## src/rtl/rcs_pkg.sv

```systemverilog
package rcs_pkg;

    localparam logic [2:0] DEV_CODE   = 3'b101;
    localparam int         STEPS      = 7;
    localparam int         STEP_W     = 3;
    localparam int         PKT_W      = 25;
    localparam int         CH_MAX     = 78;
    localparam int         OFF_BASE   = 3;
    localparam int         WAIT_MAX   = 2500;
    localparam int         WAIT_W     = $clog2(WAIT_MAX + 1);
    localparam logic [4:0] ADDR_SYNTH = 5'd7;
    localparam logic [4:0] ADDR_CTRL  = 5'd5;

    typedef enum logic [2:0] {
        SQ_IDLE, SQ_SEND, SQ_WAIT_TX, SQ_SETTLE, SQ_NEXT
    } seq_state_e;

    typedef enum logic [2:0] {
        TX_IDLE, TX_SETUP, TX_BLO, TX_BHI, TX_ENDH, TX_TLO, TX_THI
    } tx_state_e;

    function automatic logic [15:0] step_data(input logic [STEP_W-1:0] idx,
                                              input logic [15:0] synth_word);
        case (idx)
            3'd0:    return synth_word;
            3'd1:    return 16'h80C0;
            3'd2:    return 16'h84C0;
            3'd3:    return 16'h8AC5;
            3'd4:    return 16'h80E5;
            3'd5:    return 16'h80D4;
            default: return 16'h0000;
        endcase
    endfunction

    function automatic logic [4:0] step_addr(input logic [STEP_W-1:0] idx);
        return (idx == '0) ? ADDR_SYNTH : ADDR_CTRL;
    endfunction

    function automatic logic [WAIT_W-1:0] step_wait(input logic [STEP_W-1:0] idx);
        case (idx)
            3'd1:    return WAIT_W'(2500);
            3'd2:    return WAIT_W'(1024);
            3'd3:    return WAIT_W'(285);
            3'd4:    return WAIT_W'(608);
            3'd5:    return WAIT_W'(64);
            default: return '0;
        endcase
    endfunction

endpackage

```

## src/rtl/rcs_chan_map.sv

```systemverilog
module rcs_chan_map
    import rcs_pkg::*;
#(
    parameter int CH_W = 7
) (
    input  logic [2:0]      ref_code_i,
    input  logic [CH_W-1:0] chan_i,
    output logic [15:0]     synth_word_o
);
    logic [6:0] off;

    always_comb begin
        if (int'(chan_i) > CH_MAX) off = 7'(CH_MAX + OFF_BASE);
        else                       off = 7'(chan_i) + 7'(OFF_BASE);
        synth_word_o = {4'b0000, ref_code_i, 1'b1, 1'b0, off};
    end

endmodule

```

## src/rtl/rcs_tick.sv

```systemverilog
module rcs_tick #(
    parameter int TICKS_PER_US = 100
) (
    input  logic clk,
    input  logic rst_n,
    input  logic en_i,
    output logic tick_o
);
    localparam int TW = (TICKS_PER_US > 1) ? $clog2(TICKS_PER_US) : 1;

    typedef struct packed {
        logic [TW-1:0] cnt;
    } tick_reg_t;

    tick_reg_t q, d;

    always_comb begin
        d      = q;
        tick_o = en_i && (q.cnt == TW'(TICKS_PER_US - 1));
        if (!en_i || tick_o) d.cnt = '0;
        else                 d.cnt = q.cnt + TW'(1);
    end

    always_ff @(posedge clk or negedge rst_n) begin
        if (!rst_n) q <= '0;
        else        q <= d;
    end


    tick_range_chk: assert property (@(posedge clk) disable iff (!rst_n)
        q.cnt <= TW'(TICKS_PER_US - 1));

endmodule

```

## src/rtl/rcs_serial_tx.sv

```systemverilog
module rcs_serial_tx
    import rcs_pkg::*;
#(
    parameter int HALF_DIV = 4
) (
    input  logic             clk,
    input  logic             rst_n,
    input  logic             send_i,
    input  logic [PKT_W-1:0] word_i,
    output logic             ready_o,
    output logic             fin_o,
    output logic             sclk_o,
    output logic             sdata_o,
    output logic             sen_n_o
);
    localparam int HW = (HALF_DIV > 1) ? $clog2(HALF_DIV) : 1;
    localparam int BW = $clog2(PKT_W + 1);

    typedef struct packed {
        tx_state_e        state;
        logic [HW-1:0]    hcnt;
        logic [BW-1:0]    bcnt;
        logic [PKT_W-1:0] sreg;
        logic             sclk;
        logic             sdata;
        logic             sen_n;
    } tx_reg_t;

    tx_reg_t q, d;
    logic    phase_end;

    always_comb begin
        d         = q;
        fin_o     = 1'b0;
        phase_end = (q.hcnt == HW'(HALF_DIV - 1));
        d.hcnt    = phase_end ? '0 : q.hcnt + HW'(1);
        case (q.state)
            TX_IDLE: begin
                d.hcnt = '0;
                if (send_i) begin
                    d.state = TX_SETUP;
                    d.sreg  = word_i;
                    d.bcnt  = '0;
                    d.sen_n = 1'b0;
                end
            end
            TX_SETUP: if (phase_end) begin
                d.state = TX_BLO;
                d.sclk  = 1'b0;
                d.sdata = q.sreg[PKT_W-1];
                d.sreg  = q.sreg << 1;
            end
            TX_BLO: if (phase_end) begin
                d.state = TX_BHI;
                d.sclk  = 1'b1;
                d.bcnt  = q.bcnt + BW'(1);
            end
            TX_BHI: if (phase_end) begin
                if (q.bcnt == BW'(PKT_W)) begin
                    d.state = TX_ENDH;
                    d.sen_n = 1'b1;
                end else begin
                    d.state = TX_BLO;
                    d.sclk  = 1'b0;
                    d.sdata = q.sreg[PKT_W-1];
                    d.sreg  = q.sreg << 1;
                end
            end
            TX_ENDH: if (phase_end) begin
                d.state = TX_TLO;
                d.sclk  = 1'b0;
            end
            TX_TLO: if (phase_end) begin
                d.state = TX_THI;
                d.sclk  = 1'b1;
            end
            TX_THI: if (phase_end) begin
                d.state = TX_IDLE;
                fin_o   = 1'b1;
            end
            default: d.state = TX_IDLE;
        endcase
    end

    always_ff @(posedge clk or negedge rst_n) begin
        if (!rst_n) begin
            q       <= '0;
            q.state <= TX_IDLE;
            q.sclk  <= 1'b1;
            q.sen_n <= 1'b1;
        end else begin
            q <= d;
        end
    end

    assign ready_o = (q.state == TX_IDLE);
    assign sclk_o  = q.sclk;
    assign sdata_o = q.sdata;
    assign sen_n_o = q.sen_n;


    data_at_fall_chk: assert property (@(posedge clk) disable iff (!rst_n)
        (q.sclk && $past(q.sclk)) |-> $stable(q.sdata));


    en_rise_clk_high_chk: assert property (@(posedge clk) disable iff (!rst_n)
        $rose(q.sen_n) |-> q.sclk);


    bit_count_chk: assert property (@(posedge clk) disable iff (!rst_n)
        !q.sen_n |-> (q.bcnt <= BW'(PKT_W)));

endmodule

```

## src/rtl/radio_cal_seq.sv

```systemverilog
module radio_cal_seq
    import rcs_pkg::*;
#(
    parameter int TICKS_PER_US = 100,
    parameter int HALF_DIV     = 4,
    parameter int CH_W         = 7
) (
    input  logic            clk,
    input  logic            rst_n,
    input  logic            start,
    input  logic [2:0]      ref_code,
    input  logic [CH_W-1:0] chan,
    output logic            ser_clk,
    output logic            ser_data,
    output logic            ser_en_n,
    output logic            busy,
    output logic            done
);
    localparam logic [STEP_W-1:0] LAST_STEP = STEP_W'(STEPS - 1);

    typedef struct packed {
        seq_state_e        state;
        logic [STEP_W-1:0] step;
        logic [WAIT_W-1:0] us_cnt;
        logic [2:0]        ref_c;
        logic [CH_W-1:0]   chan_c;
        logic              busy;
        logic              done;
    } seq_reg_t;

    seq_reg_t          q, d;
    logic              tick, tick_en;
    logic              tx_send, tx_ready, tx_fin;
    logic [15:0]       synth_word;
    logic [WAIT_W-1:0] cur_wait;
    logic [PKT_W-1:0]  pkt_word;

    rcs_chan_map #(.CH_W(CH_W)) u_map (
        .ref_code_i   (q.ref_c),
        .chan_i       (q.chan_c),
        .synth_word_o (synth_word)
    );

    rcs_tick #(.TICKS_PER_US(TICKS_PER_US)) u_tick (
        .clk    (clk),
        .rst_n  (rst_n),
        .en_i   (tick_en),
        .tick_o (tick)
    );

    rcs_serial_tx #(.HALF_DIV(HALF_DIV)) u_tx (
        .clk     (clk),
        .rst_n   (rst_n),
        .send_i  (tx_send),
        .word_i  (pkt_word),
        .ready_o (tx_ready),
        .fin_o   (tx_fin),
        .sclk_o  (ser_clk),
        .sdata_o (ser_data),
        .sen_n_o (ser_en_n)
    );

    always_comb begin
        d        = q;
        tx_send  = 1'b0;
        tick_en  = (q.state == SQ_SETTLE);
        cur_wait = step_wait(q.step);
        pkt_word = {DEV_CODE, 1'b0, step_addr(q.step), step_data(q.step, synth_word)};
        case (q.state)
            SQ_IDLE: if (start) begin
                d.state  = SQ_SEND;
                d.step   = '0;
                d.ref_c  = ref_code;
                d.chan_c = chan;
                d.busy   = 1'b1;
                d.done   = 1'b0;
            end
            SQ_SEND: if (tx_ready) begin
                tx_send = 1'b1;
                d.state = SQ_WAIT_TX;
            end
            SQ_WAIT_TX: if (tx_fin) begin
                d.us_cnt = '0;
                d.state  = (cur_wait == '0) ? SQ_NEXT : SQ_SETTLE;
            end
            SQ_SETTLE: if (tick) begin
                if (q.us_cnt == cur_wait - WAIT_W'(1)) d.state = SQ_NEXT;
                else d.us_cnt = q.us_cnt + WAIT_W'(1);
            end
            SQ_NEXT: begin
                if (q.step == LAST_STEP) begin
                    d.state = SQ_IDLE;
                    d.busy  = 1'b0;
                    d.done  = 1'b1;
                end else begin
                    d.step  = q.step + STEP_W'(1);
                    d.state = SQ_SEND;
                end
            end
            default: d.state = SQ_IDLE;
        endcase
    end

    always_ff @(posedge clk or negedge rst_n) begin
        if (!rst_n) begin
            q       <= '0;
            q.state <= SQ_IDLE;
        end else begin
            q <= d;
        end
    end

    assign busy = q.busy;
    assign done = q.done;


    busy_done_excl_chk: assert property (@(posedge clk) disable iff (!rst_n)
        !(busy && done));


    start_accept_chk: assert property (@(posedge clk) disable iff (!rst_n)
        (!busy && start) |=> busy);


    cfg_hold_chk: assert property (@(posedge clk) disable iff (!rst_n)
        (busy && $past(busy)) |-> ($stable(q.ref_c) && $stable(q.chan_c)));


    off_range_chk: assert property (@(posedge clk) disable iff (!rst_n)
        busy |-> (synth_word[6:0] >= 7'd3 && synth_word[6:0] <= 7'd81));


    settle_bound_chk: assert property (@(posedge clk) disable iff (!rst_n)
        (q.state == SQ_SETTLE) |-> (q.us_cnt < cur_wait));

endmodule

```

## config.mk

```make
export PLATFORM = sky130hd
export DESIGN_NAME = radio_cal_seq
export DESIGN_NICKNAME = d
export VERILOG_FILES = /design/src/rtl/rcs_pkg.sv /design/src/rtl/rcs_chan_map.sv /design/src/rtl/rcs_tick.sv /design/src/rtl/rcs_serial_tx.sv /design/src/rtl/radio_cal_seq.sv
export SDC_FILE = /design/constraint.sdc
export NUM_CORES = 1
export LEC_CHECK = 0
export CELL_PAD_IN_SITES_DETAIL_PLACEMENT = 0
export CELL_PAD_IN_SITES_GLOBAL_PLACEMENT = 2
export CORE_UTILIZATION = 38
export DETAILED_ROUTE_END_ITERATION = 8
export GPL_TIMING_DRIVEN = 1
export PLACE_DENSITY_LB_ADDON = 0.08
export SLEW_MARGIN = 15
export SYNTH_ARGS = -nofsm -noshare
export SYNTH_HDL_FRONTEND = slang
export SYNTH_SLANG_ARGS = --single-unit
export TNS_END_PERCENT = 10
```

## constraint.sdc

```tcl
create_clock -name clk -period 3.12 [get_ports clk]
set_input_delay 0.624 -clock clk [delete_from_list [all_inputs] [get_ports clk]]
set_output_delay 0.624 -clock clk [all_outputs]
set_load 0.01 [all_outputs]
```

# Word level (Yosys, flattened, before mapping)
# Index checks and enable logic that the tools add are counted.
[totals] elab_cells=138 register_bits=75 output_inout_bits=5
[op_classes] reduce_logical=26 eq_ne=38 n_mux=51 magnitude_cmp=1 add_sub_neg=7
[op_table] operator="16-bit one-hot mux with 6 select lines" n=1
[op_table] operator="25-bit one-hot mux with 3 select lines" n=1
[op_table] operator="12-bit one-hot mux with 5 select lines" n=1
[op_table] operator="27-bit 2-to-1 mux" n=2
[op_table] operator="3-bit 2-to-1 mux" n=14
[op_table] operator="12-bit 2-to-1 mux" n=3
[op_table] operator="30-bit 2-to-1 mux" n=1
[op_table] operator="28-bit 2-to-1 mux" n=1
[op_table] operator="12-bit one-hot mux with 2 select lines" n=1
[op_table] operator="3-bit equality test, second input constant" n=7
[op_table] operator="3-bit one-hot mux with 7 select lines" n=1
[op_table] operator="2-bit != test, second input constant" n=10
[op_table] operator="3-bit by 2-bit equality test with 1-bit output, second input constant" n=6
[op_table] operator="2-bit by 1-bit != test with 1-bit output, second input constant" n=8
[op_table] operator="3-bit one-hot mux with 5 select lines" n=1
[op_table] operator="7-bit 2-to-1 mux" n=2
[op_table] operator="12-bit by 1-bit adder with 12-bit output, second input constant" n=1
[op_table] operator="12-bit equality test" n=1
[op_table] operator="12-bit zero test" n=1
[op_table] operator="4-bit AND reduction" n=3
[op_table] operator="12-bit by 1-bit subtractor with 12-bit output, second input constant" n=1
[op_table] operator="2-bit 2-to-1 mux" n=5
[op_table] operator="5-bit one-hot mux with 2 select lines" n=1
[op_table] operator="5-bit AND reduction" n=2
[op_table] operator="other kinds (29)" n=48

# Logic depth before layout (Yosys ltp)
# Gate-level depths: netlist of the first run.
[depth] word_depth=7 ltp_mapped=13 depth_no_buf=11

# Hierarchy
# Synthesis of the first run repeated with hierarchy kept, for this count alone.
[hier_totals] cells_unflattened=522 area_unflattened_um2=4529.3
[modules_own_cells] mod="radio_cal_seq" n_inst=1 cells_each=270 area_per_inst_um2=2099.5
[modules_own_cells] mod="rcs_serial_tx" n_inst=1 cells_each=187 area_per_inst_um2=1884.3
[modules_own_cells] mod="rcs_tick" n_inst=1 cells_each=32 area_per_inst_um2=321.6
[modules_own_cells] mod="rcs_chan_map" n_inst=1 cells_each=33 area_per_inst_um2=224.0

# Worst setup path before layout of the first run
# OpenSTA, ideal clock, no wires.
[synth_timing] path_type="reg2reg" start="register q[26] (netlist name)" end="register q[29] (netlist name)" required_time_ns=3.026 slack_ns=0.496 n_path_buf=2 arrival_ns=2.530 path_stages_with_launch=14 setup_time_ns=0.094 path_cell_list="dfrtp_1 buf_6 clkinv_1 ha_1 inv_1 ha_1 xnor2_1 o31ai_1 or4_1 nor3_1 and2_4 buf_4 a31oi_1 a211oi_1"
[synth_via] elab_chain_len=6
[synth_lines] element="from (decl)" line="radio_cal_seq.sv:31" text="seq_reg_t q, d;"
[synth_lines] element="3-bit equality test, or another cell as far along" line="rcs_pkg.sv:40" text="case (idx)"
[synth_lines] element="12-bit one-hot mux with 5 select lines (*)" line="rcs_pkg.sv:40"
[synth_lines] element="12-bit by 1-bit subtractor with 12-bit output or 12-bit zero test (tied branches)" line="radio_cal_seq.sv:87, radio_cal_seq.sv:84"
[synth_lines] element="12-bit equality test or 3-bit 2-to-1 mux (tied branches)" line="radio_cal_seq.sv:87, radio_cal_seq.sv:84"
[synth_lines] element="2-bit != test (no line) or 3-bit 2-to-1 mux (tied branches)"
[synth_lines] element="5-bit AND reduction (no line) or 3-bit one-hot mux with 5 select lines (tied branches)"
# Mark *: on every way between the ends. The rest lies on a longest branch, timed or not. The select of a mux whose other input is x is not followed.
# A chain may end at the register's enable or synchronous reset.

# Final worst setup path of the first run
[layout_timing] start="register q[26] (netlist name)" end="register q[27] (netlist name)"
[layout_via] elab_chain_len=6
[layout_lines] element="3-bit equality test, or another cell as far along" line="rcs_pkg.sv:40"
[layout_lines] element="12-bit one-hot mux with 5 select lines" line="rcs_pkg.sv:40"
[layout_lines] element="12-bit by 1-bit subtractor with 12-bit output or 12-bit zero test (tied branches)" line="radio_cal_seq.sv:87, radio_cal_seq.sv:84"
[layout_lines] element="12-bit equality test or 3-bit 2-to-1 mux (tied branches)" line="radio_cal_seq.sv:87, radio_cal_seq.sv:84"
[layout_lines] element="2-bit != test (no line) or 3-bit 2-to-1 mux (tied branches)"
[layout_lines] element="5-bit AND reduction (no line) or 3-bit one-hot mux with 5 select lines (tied branches)"
# Parallel ways exist; a longest one is shown, timed or not. The select of a mux whose other input is x is not followed.

==> results.json, run 1 <==
{
  "outcome": "finished clean",
  "async_flop_share_pct": 100.0,
  "synth_edf_count": 0,
  "wl_met3_um": 289,
  "highest_layer": "met4",
  "vias_per_cell": 5.269,
  "h-tree-depth": 3,
  "dp.cells": 597,
  "place_congestion": 0.7637,
  "ys_warn_count": 0,
  "rsz0062_at_grt": "no",
  "cp.arrival_ns": 2.99,
  "die_area_um2": 11230,
  "stdcell_area_um2": 4629,
  "syn_area_um2": 4109,
  "cts_hold_buf": 0,
  "synth_nets": 483,
  "stdcell_count": 613,
  "powerDensity_nw_per_um2": 390.1,
  "grt_pass1_wl_um": 16150,
  "fp.dieH_um": 106.0,
  "syn_to_final_growth_pct": 12.67,
  "setup_tns_ns": 0,
  "die_w_um": 106.0,
  "first_pass_iters": 4,
  "holdCritPathClass": "in2async",
  "drv_cap": 0,
  "critPathMaxFanout": 20,
  "path_class": "reg2reg",
  "cts_tree": "done",
  "drtIter0Drc": 235,
  "dpl_worst_slack_ns": 0.4199,
  "nets": 498,
  "cpPeakStageDelay_ns": 0.49,
  "post-route-min-period_ns": 2.753,
  "ys_dominant_reg_cell": "dfrtp_1",
  "io_pins": 18,
  "cts_buffer_depth": 2,
  "core_um2": 10420,
  "required_ns": 3.35,
  "fin_ws_ns": 0.3671,
  "setup_viol": 0,
  "syn-instance-count": 457,
  "drt_wl_total_um": 9242,
  "antennaDiodeCount": 0,
  "peakVddDrop_mv": 0.1896,
  "grt_max_degree": 76,
  "drv_slew": 0,
  "dr_wl_met2_um": 4001,
  "skew_ns": 0.01354,
  "cts_root_buffer": "clkbuf_8",
  "drcViolationCount": 0,
  "endpoint_kind": "flop",
  "track_usage_pct": 18.57,
  "grt_pass1_vias": 3189,
  "ys_types": 52,
  "tightest_slew_ns": 0.9793,
  "leakage_uw": 0.001990,
  "mostFrequentLayoutCells": "dfrtp_1, nand2_1, o21ai_0",
  "clock_latency_ns": 0.37,
  "drt-met1-wl_um": 4811,
  "clk_pin_slew_worst_paths_ns": 0.08,
  "slew_headroom_pct": 34.71,
  "cts_buffers": 9,
  "clkSinkCount": 75,
  "hold_viol": 0,
  "fmax_mhz": 363.2,
  "post_cts_buffers": 0,
  "grt_overflow": 0,
  "finalCritPeriodShare_pct": 88.24,
  "post-dp-hpwl_um": 6280,
  "layout_commonest_cell": "dfrtp_1",
  "placed_cell_area_um2": 4418,
  "antenna_found_initial": 0,
  "drive_gt1_share_pct": 10.48,
  "rows": 37,
  "cts.repair.resized": 0,
  "crit_chain": "clkinv_1 > ha_1 > inv_1 > ha_1 > xnor2_1 > o31ai_1 > or4_1 > nor3_1 > and2_4 > a211o_2 > o221ai_1",
  "ys_ff_latch": 75,
  "start_util_pct": 39.45,
  "crit_slowest_cell": "dfrtp_1",
  "syn_avg_cell_area_um2": 8.991,
  "avgRoutedWirePerCell_um": 15.08,
  "portBuffers": 17,
  "startpoint_type": "flop",
  "worst_path_most_repeated_cell": "ha_1",
  "yosysSeqAreaShare_pct": 45.74,
  "vias": 3230,
  "ant_nets": 0
}
## synthesized netlist by cell type (3+ instances only)
cell type  number  area share [%]
dfrtp_1        73              44
nand2_1        67             6.1
o21ai_0        48             5.8
nor2_1         37             3.4
a21oi_1        31             3.8
clkbuf_1       17             1.6
ha_1           13             4.0
inv_1          13             1.2
nand3_1        13             1.6
xnor2_1        13             2.8
nor2b_1        11             1.7
and3_1         10             1.5
mux2_2         10             2.7
nor3_1         10             1.2
or3_1           9             1.4
xor2_1          8             1.7
and2_1          5            0.76
mux2i_1         5             1.2
o211ai_1        5            0.91
o31ai_1         5            0.91
a211oi_1        4            0.73
a31oi_1         4            0.61
buf_2           4            0.49
buf_6           4             1.1
a22oi_1         3            0.55
nand4_1         3            0.46
## critical path, delay by kind of cell, from the launching register on
family | cells | cell delay [ns]
fa+ha+maj | 2 | 0.47
simple gates | 3 | 0.92
buf+inv | 2 | 0.23
compound gates | 3 | 0.35
xor+xnor | 1 | 0.16
flops | 1 | 0.49
## cell families (layout without fill, tap and decap cells)
logic type / count (synthesis) / after routing / share of synthesized area (%)
AOI/OAI and AO/OA: 113 / 113 / 16.11
xor gates and xnor gates: 22 / 22 / 4.872
adders and majority gates: 13 / 13 / 3.959
buffers and inverters: 41 / 61 / 4.689
DFF: 75 / 75 / 45.74
muxes: 15 / 15 / 3.959
and+or+nand+nor: 178 / 178 / 20.68
## cell type report
cell class                 count  area, um2
clock inverter                 5      60.06
clock buffer                  11      151.4
fill                        1027       5787
multi-input combinational    341       2043
sequential                    75       1879
tap                          136      170.2
inverter                      14      52.55
timing repair buffer          31      272.8
## registers in the layout, indices dropped and copies added, names as in the netlist
register / cells
u_tx.q: 35
q: 28
u_tick.q: 7
busy: 1
done: 1
u_tx.sclk_o: 1
u_tx.sdata_o: 1
u_tx.sen_n_o: 1
## worst paths after layout
kind / endpoint / slack (ns) / cells past startpoint / start
max reg2reg: q[27] / 0.37 / 11 / q[26]
min in group clk: u_tx.q[33] / 0.44 / 1 / u_tx.q[33]
min: q[21] / 0.38 / 1 / rst_n
max: q[27] / 0.37 / 11 / q[26]
min reg2reg: u_tx.q[33] / 0.44 / 1 / u_tx.q[33]
max in group asynchronous: u_tx.q[28] / 2.08 / 1 / rst_n
## where the power goes
part	internal, uW	switching (uW)	total (uW)	leakage, uW
registers	971	0	971	0.000969
logic	13.0	20.6	33.6	0.000915
clock network	416	385	801	0.000106
total	1400	406	1810	0.00199
## metal layers
layer  up-vias  global-route usage [%]
li1       1619                       -
met1      1555                   26.48
met2        46                   26.94
met3        10                   4.476
met4         0                   7.440
met5         -                       0
## through the flow
stage / power [uW] / utilization, % / hold WS, ns
final: 1806 / 44.44 / 0.3801
after global routing: 1885 / 44.44 / 0.4665
after CTS: 1846 / 44.44 / 0.4406
after detailed placement: 1027 / 42.41 / 0.4331
after global placement: 1027 / 42.41 / 0.4253
after floorplan: 991.6 / - / 0.3284
No activity file was read; power rests on OpenSTA's default activity.
==> run 2, diff against run 1 <==
CORE_UTILIZATION = 40   (was 38)
DONT_BUFFER_PORTS = 1   (was default)
==> run 2 against run 1 <==
  * Design area shrank 3.4%
  * First-iteration DRC count shrank 54%
  * Non-clock buffer count shrank 18
  * Sequential share of layout area grew 1.4 points
  * Setup slack gained 0.046 ns
  * Combinational power shrank 32%
  * Highest routed layer unchanged
  * Critical endpoint is now q[29]
  * Routed wire length shrank 3.5%
  * Maximum frequency grew 1.7%
  * Register-to-register slack gained 0.05 ns
  * Clock-buffer cell count is the same
  * Global-route usage shrank 0.77 points
==> results.json, run 2 (synthesis results as in run 1) <==
{
  "outcome": "finished clean",
  "start_util_pct": 41.65,
  "rows": 36,
  "cts_root_buffer": "clkbuf_8",
  "first_pass_iters": 4,
  "timing.hold.ws_ns": 0.1055,
  "grt_pass1_vias": 2881,
  "clk_pin_slew_worst_paths_ns": 0.08,
  "drtIter0Drc": 108,
  "syn_to_final_growth_pct": 8.861,
  "required_ns": 3.39,
  "worst_path_most_repeated_cell": "ha_1",
  "avgRoutedWirePerCell_um": 15.03,
  "largest_reg_flops": 35,
  "cpPeakStageDelay_ns": 0.40,
  "holdCritPathClass": "in2async",
  "vias": 3098,
  "ant_nets": 0,
  "grt_overflow": 0,
  "mostFrequentLayoutCells": "dfrtp_1, nand2_1, o21ai_0",
  "cts_buffer_depth": 2,
  "fp.dieH_um": 103.4,
  "grt_max_degree": 74,
  "setup_viol": 0,
  "hold_viol": 0,
  "clkSinkCount": 75,
  "stdcell_count": 593,
  "path_class": "reg2reg",
  "die_area_um2": 10680,
  "cts_buffers": 9,
  "track_usage_pct": 17.80,
  "leakage_uw": 0.001922,
  "drive_gt1_share_pct": 10.46,
  "clock_latency_ns": 0.35,
  "rsz0062_at_grt": "no",
  "crit_chain": "ha_1 > ha_1 > inv_1 > ha_1 > xnor2_1 > o31ai_1 > or4_1 > nor3_1 > and2_4 > a31oi_1 > a211oi_1",
  "fin_util_pct": 45.35,
  "place_congestion": 0.7435,
  "cts_tree": "done",
  "critPathBufInv": 1,
  "multiInputGateArea_um2": 2043,
  "vias_per_cell": 5.224,
  "grt_pass1_wl_um": 14430,
  "post-route-min-period_ns": 2.707,
  "core_um2": 9864,
  "drt_wl_total_um": 8914,
  "portBuffers": 0,
  "post-dp-hpwl_um": 5995,
  "die_w_um": 103.4,
  "peakVddDrop_mv": 0.1676,
  "top_register": "u_tx.q",
  "io_pins": 18,
  "antenna_found_initial": 1,
  "drcViolationCount": 0,
  "largest_registers": "u_tx.q x35, q x28, u_tick.q x7",
  "endpoint_kind": "flop",
  "skew_ns": 0.009765,
  "dp.cells": 575,
  "seq_area_um2": 1879,
  "fill_cells": 985,
  "drv_cap": 0,
  "powerDensity_nw_per_um2": 400.0,
  "drv_slew": 0,
  "nets": 480,
  "fmax_mhz": 369.4,
  "crit_slowest_cell": "or4_1",
  "slew_headroom_pct": 61.20,
  "tightest_slew_ns": 0.5820,
  "setup_tns_ns": 0,
  "layout_commonest_cell": "dfrtp_1",
  "finalCritPeriodShare_pct": 86.77,
  "crit_family": "simple AND/OR/NAND/NOR gates",
  "cp.arrival_ns": 2.98,
  "h-tree-depth": 3,
  "startpoint_type": "flop",
  "critPathMaxFanout": 20,
  "cts.repair.resized": 0
}
==> run 2: changes by cell type in the layout (fill, tap and decap cells not counted) <==
cell / delta
clkdlybuf4s50_1: -16
buf_16: +1
diode_2: +1
buf_4: -3
==> run 2: power by group <==
part	internal, uW	switching, uW
Sequential	971	0
Combinational	4.13	18.6
Clock	416	379
Total	1390	398
==> run 2: final timing paths <==
path	from	to	slack [ns]	depth (start not counted)
min in group clk	chan[0]	q[2]	0.39	2
min	rst_n	u_tx.sen_n_o	0.11	0
max in group asynchronous	rst_n	u_tx.q[12]	2.65	1
max	q[24]	q[29]	0.41	11
min reg2reg	u_tx.q[33]	u_tx.q[33]	0.44	1
max reg2reg	q[24]	q[29]	0.41	11
==> run 2: stage by stage <==
step / total power (uW) / area [um2] / worst slack [ns]
6_report: 1789 / 4473 / 0.4128
5_1_grt: 1876 / 4473 / 0.2132
4_1_cts: 1825 / 4471 / 0.4144
3_5_place_dp: 991.6 / 4232 / 0.4545
3_3_place_gp: 991.5 / 4232 / 0.5072
2_1_floorplan: 991.6 / 4109 / 0.4956
==> run 2: area by class of cell <==
type | instances | share of cell area, %
Inverter | 14 | 1.175
Antenna cell | 1 | 0.05594
Multi-Input combinational cell | 341 | 45.68
Clock inverter | 5 | 1.343
Tap cell | 133 | 3.720
Sequential cell | 75 | 42.01
Timing Repair Buffer | 13 | 2.629
Clock buffer | 11 | 3.385
==> run 2: what timing repair did <==
action,in CTS,in global routing
buffers inserted,0,0
endpoints found under the setup margin,0,0
hold buffers,1,0
endpoints found under the hold margin,73,0
==> run 2: per-layer routing <==
layer | part of all wire (%) | global-route usage, % | up-vias
li1 | - | - | 1577
met1 | 54 | 26.09 | 1476
met2 | 42 | 25.78 | 32
met3 | 2.4 | 3.024 | 13
met4 | 1.3 | 7.476 | 0
met5 | 0 | 0 | -
